===== src/rtl/intr_seq_pkg.sv =====
package intr_seq_pkg;

    typedef enum logic [2:0] {
        PH_IDLE,
        PH_ACK,
        PH_PUSH_HI,
        PH_PUSH_LO,
        PH_RD_LO,
        PH_RD_HI
    } phase_e;

    typedef enum logic [2:0] {
        EK_NONE,
        EK_NMI,
        EK_MODE1,
        EK_MODE2,
        EK_RESTART,
        EK_CALL,
        EK_BAD
    } entry_e;

    typedef struct packed {
        entry_e      kind;
        logic [15:0] target;
        logic [15:0] vec;
    } entry_t;

    localparam logic [7:0] OP_CALL = 8'hCD;

    function automatic logic is_restart(input logic [7:0] op);
        return (op[7:6] == 2'b11) && (op[2:0] == 3'b111);
    endfunction

    function automatic logic [15:0] restart_target(input logic [7:0] op);
        return {10'd0, op[5:3], 3'b000};
    endfunction

    function automatic logic [7:0] refresh_step(input logic [7:0] r);
        return {r[7], r[6:0] + 7'd1};
    endfunction

endpackage


===== src/rtl/intr_nmi_latch.sv =====
module intr_nmi_latch (
    input  logic clk,
    input  logic rst,
    input  logic nmi,
    input  logic take,
    output logic pend
);
    logic nmi_q;
    logic rise;

    assign rise = nmi & ~nmi_q;

    always_ff @(posedge clk) begin
        if (rst) begin
            nmi_q <= 1'b0;
            pend  <= 1'b0;
        end else begin
            nmi_q <= nmi;
            pend  <= (pend & ~take) | rise;
        end
    end

    AST_EDGE_LATCHED: assert property (@(posedge clk) disable iff (rst)
        (nmi && !nmi_q) |=> pend);

endmodule


===== src/rtl/intr_arbiter.sv =====
module intr_arbiter
    import intr_seq_pkg::*;
#(
    parameter logic [15:0] NMI_VEC   = 16'h0066,
    parameter logic [15:0] MODE1_VEC = 16'h0038
) (
    input  logic        boundary,
    input  logic        idle,
    input  logic        nmi_pend,
    input  logic        int_req,
    input  logic        iff1,
    input  logic [1:0]  im,
    input  logic [7:0]  ack_byte,
    input  logic [15:0] call_addr,
    input  logic [7:0]  i_reg,
    output logic        take_nmi,
    output logic        take_int,
    output entry_t      entry
);
    logic sample;

    assign sample   = boundary & idle;
    assign take_nmi = sample & nmi_pend;
    assign take_int = sample & ~nmi_pend & int_req & iff1;

    always_comb begin
        entry.kind   = EK_NONE;
        entry.target = 16'h0000;
        entry.vec    = {i_reg, ack_byte};
        if (take_nmi) begin
            entry.kind   = EK_NMI;
            entry.target = NMI_VEC;
        end else if (take_int) begin
            case (im)
                2'd0: begin
                    if (is_restart(ack_byte)) begin
                        entry.kind   = EK_RESTART;
                        entry.target = restart_target(ack_byte);
                    end else if (ack_byte == OP_CALL) begin
                        entry.kind   = EK_CALL;
                        entry.target = call_addr;
                    end else begin
                        entry.kind = EK_BAD;
                    end
                end
                2'd2:    entry.kind = EK_MODE2;
                default: begin
                    entry.kind   = EK_MODE1;
                    entry.target = MODE1_VEC;
                end
            endcase
        end
    end

endmodule


===== src/rtl/intr_entry_fsm.sv =====
module intr_entry_fsm
    import intr_seq_pkg::*;
#(
    parameter int NMI_ACK_T  = 5,
    parameter int INT_ACK_T  = 7,
    parameter int CALL_ACK_T = 13,
    parameter int BAD_ACK_T  = 6,
    parameter int MEM_T      = 3
) (
    input  logic        clk,
    input  logic        rst,
    input  logic        start,
    input  entry_t      entry,
    input  logic [15:0] ret_pc,
    input  logic [15:0] sp,
    input  logic [7:0]  mem_rdata,
    output logic        busy,
    output logic        ack_cycle,
    output logic        done,
    output logic        pc_load,
    output logic [15:0] pc_new,
    output logic        err_pulse,
    output logic        sp_dec,
    output logic [15:0] mem_addr,
    output logic [7:0]  mem_wdata,
    output logic        mem_we,
    output logic        mem_re
);
    localparam int MAX_A = (NMI_ACK_T > INT_ACK_T) ? NMI_ACK_T : INT_ACK_T;
    localparam int MAX_B = (CALL_ACK_T > BAD_ACK_T) ? CALL_ACK_T : BAD_ACK_T;
    localparam int MAX_C = (MAX_A > MAX_B) ? MAX_A : MAX_B;
    localparam int MAX_T = (MAX_C > MEM_T) ? MAX_C : MEM_T;
    localparam int TW    = $clog2(MAX_T + 1);

    localparam logic [TW-1:0] L_NMI  = TW'(NMI_ACK_T);
    localparam logic [TW-1:0] L_INT  = TW'(INT_ACK_T);
    localparam logic [TW-1:0] L_CALL = TW'(CALL_ACK_T);
    localparam logic [TW-1:0] L_BAD  = TW'(BAD_ACK_T);
    localparam logic [TW-1:0] L_MEM  = TW'(MEM_T);

    phase_e        phase, phase_nx;
    entry_e        kind_q;
    logic [15:0]   target_q;
    logic [15:0]   vec_q;
    logic [15:0]   ret_q;
    logic [7:0]    lo_q;
    logic [TW-1:0] tcnt;
    logic [TW-1:0] len;
    logic          last;

    function automatic logic [TW-1:0] ack_len(input entry_e k);
        case (k)
            EK_NMI:  return L_NMI;
            EK_CALL: return L_CALL;
            EK_BAD:  return L_BAD;
            default: return L_INT;
        endcase
    endfunction

    assign busy      = (phase != PH_IDLE);
    assign ack_cycle = (phase == PH_ACK);
    assign len       = (phase == PH_ACK) ? ack_len(kind_q) : L_MEM;
    assign last      = busy && (tcnt == len - TW'(1));

    always_comb begin
        phase_nx = phase;
        case (phase)
            PH_IDLE:    if (start) phase_nx = PH_ACK;
            PH_ACK:     if (last) phase_nx = (kind_q == EK_BAD) ? PH_IDLE : PH_PUSH_HI;
            PH_PUSH_HI: if (last) phase_nx = PH_PUSH_LO;
            PH_PUSH_LO: if (last) phase_nx = (kind_q == EK_MODE2) ? PH_RD_LO : PH_IDLE;
            PH_RD_LO:   if (last) phase_nx = PH_RD_HI;
            PH_RD_HI:   if (last) phase_nx = PH_IDLE;
            default:    phase_nx = PH_IDLE;
        endcase
    end

    assign done      = last && (phase_nx == PH_IDLE);
    assign pc_load   = done && (kind_q != EK_BAD);
    assign pc_new    = (phase == PH_RD_HI) ? {mem_rdata, lo_q} : target_q;
    assign err_pulse = done && (kind_q == EK_BAD);

    always_comb begin
        mem_addr  = 16'h0000;
        mem_wdata = 8'h00;
        case (phase)
            PH_PUSH_HI: begin
                mem_addr  = sp - 16'd1;
                mem_wdata = ret_q[15:8];
            end
            PH_PUSH_LO: begin
                mem_addr  = sp - 16'd1;
                mem_wdata = ret_q[7:0];
            end
            PH_RD_LO: mem_addr = vec_q;
            PH_RD_HI: mem_addr = vec_q + 16'd1;
            default: ;
        endcase
    end

    assign mem_we = last && ((phase == PH_PUSH_HI) || (phase == PH_PUSH_LO));
    assign mem_re = (phase == PH_RD_LO) || (phase == PH_RD_HI);
    assign sp_dec = mem_we;

    always_ff @(posedge clk) begin
        if (rst) begin
            phase    <= PH_IDLE;
            kind_q   <= EK_NONE;
            target_q <= 16'h0000;
            vec_q    <= 16'h0000;
            ret_q    <= 16'h0000;
            lo_q     <= 8'h00;
            tcnt     <= '0;
        end else begin
            phase <= phase_nx;
            if (phase == PH_IDLE) begin
                tcnt <= '0;
                if (start) begin
                    kind_q   <= entry.kind;
                    target_q <= entry.target;
                    vec_q    <= entry.vec;
                    ret_q    <= ret_pc;
                end
            end else if (last) begin
                tcnt <= '0;
            end else begin
                tcnt <= tcnt + TW'(1);
            end
            if (phase == PH_RD_LO && last) lo_q <= mem_rdata;
        end
    end

    AST_BAD_NO_WRITE: assert property (@(posedge clk) disable iff (rst)
        (busy && kind_q == EK_BAD) |-> !mem_we);
    AST_DONE_ENDS: assert property (@(posedge clk) disable iff (rst)
        done |=> !busy);
    AST_DONE_SINGLE: assert property (@(posedge clk) disable iff (rst)
        done |=> !done);
    AST_RW_EXCLUSIVE: assert property (@(posedge clk) disable iff (rst)
        !(mem_we && mem_re));

endmodule


===== src/rtl/intr_entry_seq.sv =====
module intr_entry_seq
    import intr_seq_pkg::*;
#(
    parameter int          NMI_ACK_T  = 5,
    parameter int          INT_ACK_T  = 7,
    parameter int          CALL_ACK_T = 13,
    parameter int          BAD_ACK_T  = 6,
    parameter int          MEM_T      = 3,
    parameter int          CNT_W      = 32,
    parameter logic [15:0] NMI_VEC    = 16'h0066,
    parameter logic [15:0] MODE1_VEC  = 16'h0038
) (
    input  logic             clk,
    input  logic             rst,
    input  logic             boundary,
    input  logic             nmi,
    input  logic             int_req,
    input  logic [7:0]       ack_byte,
    input  logic [15:0]      call_addr,
    input  logic [7:0]       mem_rdata,
    input  logic             pc_we,
    input  logic [15:0]      pc_wd,
    input  logic             sp_we,
    input  logic [15:0]      sp_wd,
    input  logic             i_we,
    input  logic [7:0]       i_wd,
    input  logic             r_we,
    input  logic [7:0]       r_wd,
    input  logic             im_we,
    input  logic [1:0]       im_wd,
    input  logic             iff_we,
    input  logic             iff_wd,
    input  logic             halt_set,
    output logic [15:0]      mem_addr,
    output logic [7:0]       mem_wdata,
    output logic             mem_we,
    output logic             mem_re,
    output logic             ack_cycle,
    output logic             busy,
    output logic             done,
    output logic             ack_err,
    output logic [15:0]      pc,
    output logic [15:0]      sp,
    output logic [7:0]       i_reg,
    output logic [7:0]       r_reg,
    output logic [1:0]       im,
    output logic             iff1,
    output logic             iff2,
    output logic             halted,
    output logic             nmi_pend,
    output logic [CNT_W-1:0] tstates
);
    logic        take_nmi;
    logic        take_int;
    logic        start;
    entry_t      entry;
    logic [15:0] ret_pc;
    logic        pc_load;
    logic [15:0] pc_new;
    logic        err_pulse;
    logic        sp_dec;

    assign start  = take_nmi | take_int;
    assign ret_pc = halted ? pc + 16'd1 : pc;

    intr_nmi_latch u_nmi (
        .clk  (clk),
        .rst  (rst),
        .nmi  (nmi),
        .take (take_nmi),
        .pend (nmi_pend)
    );

    intr_arbiter #(
        .NMI_VEC   (NMI_VEC),
        .MODE1_VEC (MODE1_VEC)
    ) u_arb (
        .boundary  (boundary),
        .idle      (~busy),
        .nmi_pend  (nmi_pend),
        .int_req   (int_req),
        .iff1      (iff1),
        .im        (im),
        .ack_byte  (ack_byte),
        .call_addr (call_addr),
        .i_reg     (i_reg),
        .take_nmi  (take_nmi),
        .take_int  (take_int),
        .entry     (entry)
    );

    intr_entry_fsm #(
        .NMI_ACK_T  (NMI_ACK_T),
        .INT_ACK_T  (INT_ACK_T),
        .CALL_ACK_T (CALL_ACK_T),
        .BAD_ACK_T  (BAD_ACK_T),
        .MEM_T      (MEM_T)
    ) u_fsm (
        .clk       (clk),
        .rst       (rst),
        .start     (start),
        .entry     (entry),
        .ret_pc    (ret_pc),
        .sp        (sp),
        .mem_rdata (mem_rdata),
        .busy      (busy),
        .ack_cycle (ack_cycle),
        .done      (done),
        .pc_load   (pc_load),
        .pc_new    (pc_new),
        .err_pulse (err_pulse),
        .sp_dec    (sp_dec),
        .mem_addr  (mem_addr),
        .mem_wdata (mem_wdata),
        .mem_we    (mem_we),
        .mem_re    (mem_re)
    );

    always_ff @(posedge clk) begin
        if (rst) begin
            pc      <= 16'h0000;
            sp      <= 16'h0000;
            i_reg   <= 8'h00;
            r_reg   <= 8'h00;
            im      <= 2'd0;
            iff1    <= 1'b0;
            iff2    <= 1'b0;
            halted  <= 1'b0;
            ack_err <= 1'b0;
            tstates <= '0;
        end else begin
            if (start) begin
                iff1   <= 1'b0;
                if (take_int) iff2 <= 1'b0;
                halted <= 1'b0;
                pc     <= ret_pc;
                r_reg  <= refresh_step(r_reg);
            end else if (!busy) begin
                if (pc_we)  pc    <= pc_wd;
                if (sp_we)  sp    <= sp_wd;
                if (i_we)   i_reg <= i_wd;
                if (r_we)   r_reg <= r_wd;
                if (im_we && im_wd != 2'd3) im <= im_wd;
                if (iff_we) begin
                    iff1 <= iff_wd;
                    iff2 <= iff_wd;
                end
                if (halt_set) halted <= 1'b1;
            end
            if (sp_dec)    sp      <= sp - 16'd1;
            if (pc_load)   pc      <= pc_new;
            if (err_pulse) ack_err <= 1'b1;
            if (busy)      tstates <= tstates + CNT_W'(1);
        end
    end

    AST_NMI_KEEPS_IFF2: assert property (@(posedge clk) disable iff (rst)
        take_nmi |=> (!iff1 && iff2 == $past(iff2)));
    AST_SP_PREDEC: assert property (@(posedge clk) disable iff (rst)
        mem_we |=> (sp == $past(sp) - 16'd1));
    AST_INT_CLEARS_IFF: assert property (@(posedge clk) disable iff (rst)
        take_int |=> (!iff1 && !iff2));
    AST_HALT_EXIT: assert property (@(posedge clk) disable iff (rst)
        start |=> !halted);
    AST_REFRESH_STEP: assert property (@(posedge clk) disable iff (rst)
        start |=> (r_reg[6:0] == $past(r_reg[6:0]) + 7'd1 && r_reg[7] == $past(r_reg[7])));
    AST_MODE_LEGAL: assert property (@(posedge clk) disable iff (rst)
        im != 2'd3);

endmodule


===== config.mk =====
export PLATFORM = sky130hd
export DESIGN_NAME = intr_entry_seq
export DESIGN_NICKNAME = d
export VERILOG_FILES = /design/src/rtl/intr_seq_pkg.sv /design/src/rtl/intr_nmi_latch.sv /design/src/rtl/intr_arbiter.sv /design/src/rtl/intr_entry_fsm.sv /design/src/rtl/intr_entry_seq.sv
export SDC_FILE = /design/constraint.sdc
export NUM_CORES = 1
export LEC_CHECK = 0
export BUFFER_PORTS_ARGS = -buffer_cell sky130_fd_sc_hd__clkbuf_2
export CORE_AREA = 2 2 190 155
export CTS_BUF_LIST = sky130_fd_sc_hd__clkbuf_4
export CTS_CLUSTER_DIAMETER = 100
export DETAILED_ROUTE_END_ITERATION = 10
export DIE_AREA = 0 0 192 157
export GPL_TIMING_DRIVEN = 0
export PLACE_DENSITY_LB_ADDON = 0.3
export SLEW_MARGIN = 20
export SYNTH_ARGS = -nofsm -noshare
export SYNTH_HDL_FRONTEND = slang
export SYNTH_SLANG_ARGS = --single-unit

===== constraint.sdc =====
create_clock -name clk -period 3.2 [get_ports clk]
set_input_delay 0.64 -clock clk [delete_from_list [all_inputs] [get_ports clk]]
set_output_delay 0.64 -clock clk [all_outputs]
set_load 0.02 [all_outputs]

# After elaboration in Yosys (flattened, before gate mapping)
# Index checks and enable logic that the tools add are counted.
# word_totals
wordCells	130
out_inout_bits	116
input_bits	95
reg_bits	154
# op_classes
n_eq_ne	21
mux	37
n_reduce_logical	31
n_addsub	7
bitwise_logic	14
# ops
op	n
16-bit 2-to-1 mux	11
16-bit one-hot mux with 3 select lines	1
19-bit 2-to-1 mux	2
16-bit by 1-bit adder with 16-bit output (second input constant)	2
32-bit by 1-bit adder with 32-bit output (second input constant)	1
16-bit one-hot mux with 2 select lines	1
3-bit 2-to-1 mux	7
7-bit 2-to-1 mux	3
18-bit 2-to-1 mux	1
3-bit one-hot mux with 6 select lines	1
8-bit one-hot mux with 2 select lines	1
16-bit by 1-bit subtractor with 16-bit output (second input constant)	1
3-bit equality test (second input constant)	5
3-bit AND reduction	5
4-bit one-hot mux with 3 select lines	1
2-bit AND reduction	5
3-bit by 2-bit equality test with 1-bit output (second input constant)	3
8-bit equality test (second input constant)	1
1-bit logical AND	8
2-bit inequality test (second input constant)	4
7-bit by 1-bit adder with 7-bit output (second input constant)	1
1-bit bitwise AND	7
3-bit by 1-bit equality test with 1-bit output (second input constant)	2
3-bit zero test	2
19 further kinds	34

# Logic depth before layout (Yosys ltp)
# logic_depth
ltp_word	14
depth_mapped	10
mapped_depth_nobuf	7

# Hierarchy
# A second synthesis with hierarchy kept.
# unflattened
cells_unflattened	1076
area_unflattened_um2	8421.8
# modules_own_cells
module	cells_per_inst	area_per_inst_um2	instances	seq_area_each_um2
intr_entry_seq	537	4322.9	1	1721.7
intr_entry_fsm	459	3560.9	1	1321.3
intr_arbiter	74	462.9	1	0.0
intr_nmi_latch	6	75.1	1	40.0

# Least setup slack after synthesis
# Ideal clock, no wire load.
# synth_path
path_type	register to output
from	reg sp[0]
to	out mem_addr[10]
arrival_time_ns	2.097
path_stages_with_launch	8
required_ns	2.560
path_slack_ns	0.463
path_cell_list	dfxtp_1 -> inv_1 -> ha_1 -> nor3b_1 -> nand2_1 -> nor2_1 -> xnor2_1 -> o22ai_1
# synth_between
elab_chain_cells	2
# synth_lines
element	line	source
start, declared	intr_entry_seq.sv:43	output logic [15:0] sp,
start signal, assigned	intr_entry_seq.sv:140	if (sp_we) sp <= sp_wd;
start signal, assigned	intr_entry_seq.sv:150	if (sp_dec) sp <= sp - 16'd1;
16-bit by 1-bit subtractor with 16-bit output	intr_entry_fsm.sv:88, intr_entry_fsm.sv:92	
16-bit one-hot mux with 3 select lines	intr_entry_fsm.sv:86	case (phase)
end, declared	intr_entry_seq.sv:34	output logic [15:0] mem_addr,
# No other way between the ends.

# Final worst setup path
# layout_path
from	reg u_fsm.phase[1]
to	out mem_addr[10]
# layout_between
elab_chain_cells	3
word_cells_on_any_way	6
classes_between	eq/ne (4); mux (1); reduce/logical (1)
# layout_lines
element	line	source
start, declared	intr_entry_fsm.sv:41	phase_e phase, phase_nx;
start signal, assigned	intr_entry_fsm.sv:115	phase <= phase_nx;
3-bit by 2-bit equality test with 1-bit output	intr_entry_fsm.sv:86	
2-bit OR reduction (no line)	-	
16-bit one-hot mux with 3 select lines *	intr_entry_fsm.sv:86	
# Mark *: on every way between the ends. The rest lies on a longest branch, timed or not.

==> flow_metrics.py <==
metrics = {
    "global_routing": {
        "grt.busiest_layer": "met2",
        "met3_usage_pct": 5.26,
        "grt_pass1_wl_um": 47000,
        "met1_usage_pct": 29.5,
        "grt_max_degree": 19,
        "groute.usage.overall_pct": 20.6,
        "grt_pass1_vias": 8027,
        "overflow": 0,
        "antenna_found_initial": 4,
        "use_met2_pct": 30.3,
    },
    "logic_synthesis": {
        "synth_edf_count": 0,
        "async_flop_share_pct": 0,
        "synth_nets": 1145,
        "ys_ff_latch": 154,
        "ys_warn_count": 0,
        "synthFlopType": "dfxtp_1",
        "netlist_area_sq_um": 8380,
        "synthTopCellsByCount": "dfxtp_1 (154), nor2_1 (114), nand2_1 (94), clkbuf_1 (65), a21oi_1 (64)",
        "synthTopCellsByArea": "dfxtp_1 (37%), nor2_1 (5.1%), nand2_1 (4.2%)",
        "yosysMostFrequentCell": "dfxtp_1",
        "postSynthAreaPerCell_sq_um": 8.02,
        "synth_cell_types": 64,
        "synth.largest_area_cell": "dfxtp_1",
        "yosys.area.top_type_share_pct": 36.8,
        "syn_inst": 1044,
        "yosysSeqAreaShare_pct": 36.8,
    },
    "pwr": {
        "p_clk_share_pct": 31.8,
        "power.density_nw_per_um2": 412,
        "p_int_mw": 2.88,
        "swShare_pct": 33.2,
        "switching_power_mw": 1.43,
        "p_comb_share_pct": 19.2,
        "p_leak_nw": 4.02,
        "peakVddDrop_uv": 221,
        "p_total_mw": 4.32,
        "seqPwrFrac_pct": 49.0,
    },
    "timing": {
        "fin_setup_tns_ns": 0,
        "period_share_pct": 96.3,
        "grt_setup_unrepaired": "true",
        "fin_ws_ns": 0.118,
        "hold_violations": 0,
        "finalMaxSlewViolations": 0,
        "finClkSkew_ns": 0.0428,
        "worstMarginPinSlew_ns": 1.00,
        "fin_crit_ns": 3.08,
        "fmax_mhz": 324,
        "relSlewSlack_pct": 32.5,
        "setup_viol": 0,
    },
    "detailed_routing": {
        "viasPerCell": 5.35,
        "ant_nets": 0,
        "via_count": 8920,
        "drt_iter0_drc": 647,
        "wire_per_inst_um": 19.0,
        "routed_wl_um": 31700,
        "drc": 0,
        "drtPass1Iterations": 5,
    },
    "finish": {
        "multiInputGateArea_sq_um": 4990,
        "largest-register": "tstates",
        "final_util_pct": 37.4,
        "ff_latch_area_sq_um": 3090,
        "drive_gt1_share_pct": 25.4,
        "area_growth_pct": 25.2,
        "largest_reg_flops": 32,
        "finalNetCount": 1382,
        "fill_cells": 3017,
    },
    "critical_path": {
        "r2r_cells": 8,
        "reg2reg_setup_slack_ns": 0.17,
        "worstPathRequired_ns": 2.56,
        "path_depth": 5,
        "r2r-end": "u_fsm.vec_q[12]$_SDFFE_PP0P_",
        "crit_start": "u_fsm.phase[1]$_SDFF_PP0_",
        "critPathTopFamily": "buffers and inverters",
        "critPathCaptureType": "output pin",
        "start_kind": "flip-flop",
        "crit_path_max_incr_delay_ns": 0.44,
        "path_buf_inv": 3,
        "crit_type": "flip-flop to output pin",
        "crit_path_frequent_cell": "clkbuf_1",
        "cp_cell_sequence": "clkbuf_1, nand2_2, clkbuf_1, o22ai_1, buf_2",
        "slowest_stage": "dfxtp_1",
        "cp_max_fo": 10,
        "cp.arrival_ns": 2.44,
        "r2r_start": "u_fsm.phase[2]$_SDFF_PP0_",
        "worstSetupEndpoint": "mem_addr[10]",
    },
    "placed_design": {
        "hpwl_um": 24300,
        "finalWeightedCongestion": 0.937,
        "portBuffers": 208,
        "dp_slack_ns": -0.317,
    },
    "run": {
        "maxCapViolCount": 0,
    },
    "cts": {
        "clk_pin_slew_ns": 0.15,
        "cts_tree": "yes",
        "cts_sinks": 154,
        "htree_levels": 4,
        "clk_path_buf_depth": 2,
        "cts-root-buf": "clkbuf_4",
        "clk_latency_ns": 0.59,
        "numCtsBuffers": 17,
    },
    "outcome": {
        "status": "finished, final reports clean",
    },
    "floorplanning": {
        "rows": 55,
        "die_area_sq_um": 30100,
        "core_sq_um": 28100,
        "dieWidth_um": 192,
        "fp.dieH_um": 157,
        "start_util_pct": 29.8,
        "num_io_pins": 211,
    },
    "min_path": {
        "hp-class": "input pin to flip-flop",
    },
}
worst min path at each step:
stage	slack, ns	from	end	cells after the start
finish	0.28	r_wd[7]	r_reg[7]$_SDFFE_PP0P_	3
global route	0.24	i_wd[4]	i_reg[4]$_SDFFE_PP0P_	3
CTS	0.25	ack_byte[7]	u_fsm.vec_q[7]$_SDFFE_PP0P_	3
detailed placement	0.46	r_reg[7]$_SDFFE_PP0P_	r_reg[7]$_SDFFE_PP0P_	2
global placement	0.47	u_fsm.target_q[3]$_SDFFE_PP0P_	u_fsm.target_q[3]$_SDFFE_PP0P_	2
floorplan	0.43	u_fsm.target_q[3]$_SDFFE_PP0P_	u_fsm.target_q[3]$_SDFFE_PP0P_	2
through the flow:
step / hold WS [ns] / cells / cell area, sq um
floorplan: 0.433 / 1044 / 8380
global placement: 0.466 / 1622 / 9880
detailed placement: 0.461 / 1622 / 9880
CTS: 0.249 / 1653 / 10300
global route: 0.244 / 1664 / 10500
finish: 0.284 / 1667 / 10500
repair_timing:
item,CTS,global route
gates resized for setup,25,35
buffers inserted,1,12
hold buffers,0,0
pin swaps,2,5
setup endpoints to repair,54,46
cells by family after synthesis:
logic type / after synthesis / share of synthesized area (%)
and+or+nand+nor: 408 / 23.9
AOI/OAI and AO/OA: 258 / 20.6
DFF: 154 / 36.8
buffers and inverters: 110 / 5.60
xor gates and xnor gates: 68 / 7.11
muxes: 40 / 5.05
adders and majority gates: 6 / 0.896
area by class of cell:
type	instances	area share [%]
well taps	370	4.41
multi-input cells	780	47.6
plain buffers	79	3.47
clock inverters	12	1.55
flip-flops and latches	154	29.4
repair buffers	221	10.9
diodes	4	0.0954
inverters	28	1.15
clock buffers	19	1.36
worst reg2reg max path: stages (launching register included):
cell and delay, ns:
dfxtp_1 0.33, buf_6 0.13, nor3_2 0.44, inv_1 0.23
nor3_2 0.65, clkbuf_2 0.44, buf_1 0.50, nand2_1 0.13
a21oi_1 0.13
layout by cell type, fill, tap and decap left out, types with 29 or more instances in the layout:
master,instances
a21oi_1,64
clkbuf_1,57
clkbuf_2,209
dfxtp_1,151
nand2_1,91
nand3_1,46
nand4_1,30
nor2_1,111
o21ai_0,35
xnor2_1,38
xor2_1,29
power groups by stage:
| stage | Combinational (mW) | Sequential, mW | Clock, mW |
|---|---|---|---|
| finish | 0.828 | 2.12 | 1.37 |
| detailed placement | 0.778 | 2.15 | 0 |
| global route | 0.898 | 2.13 | 1.47 |
| CTS | 0.796 | 2.11 | 1.40 |
| global placement | 0.777 | 2.14 | 0 |
| floorplan | 0.437 | 2.17 | 0 |
metal layers:
metal	wire length, um	up-vias	part of all wire (%)
li1	-	4298	-
met1	14800	4223	47
met2	13600	363	43
met3	2770	36	8.7
met4	582	0	1.8
met5	0	-	0
Power figures use the tool's default switching activity.
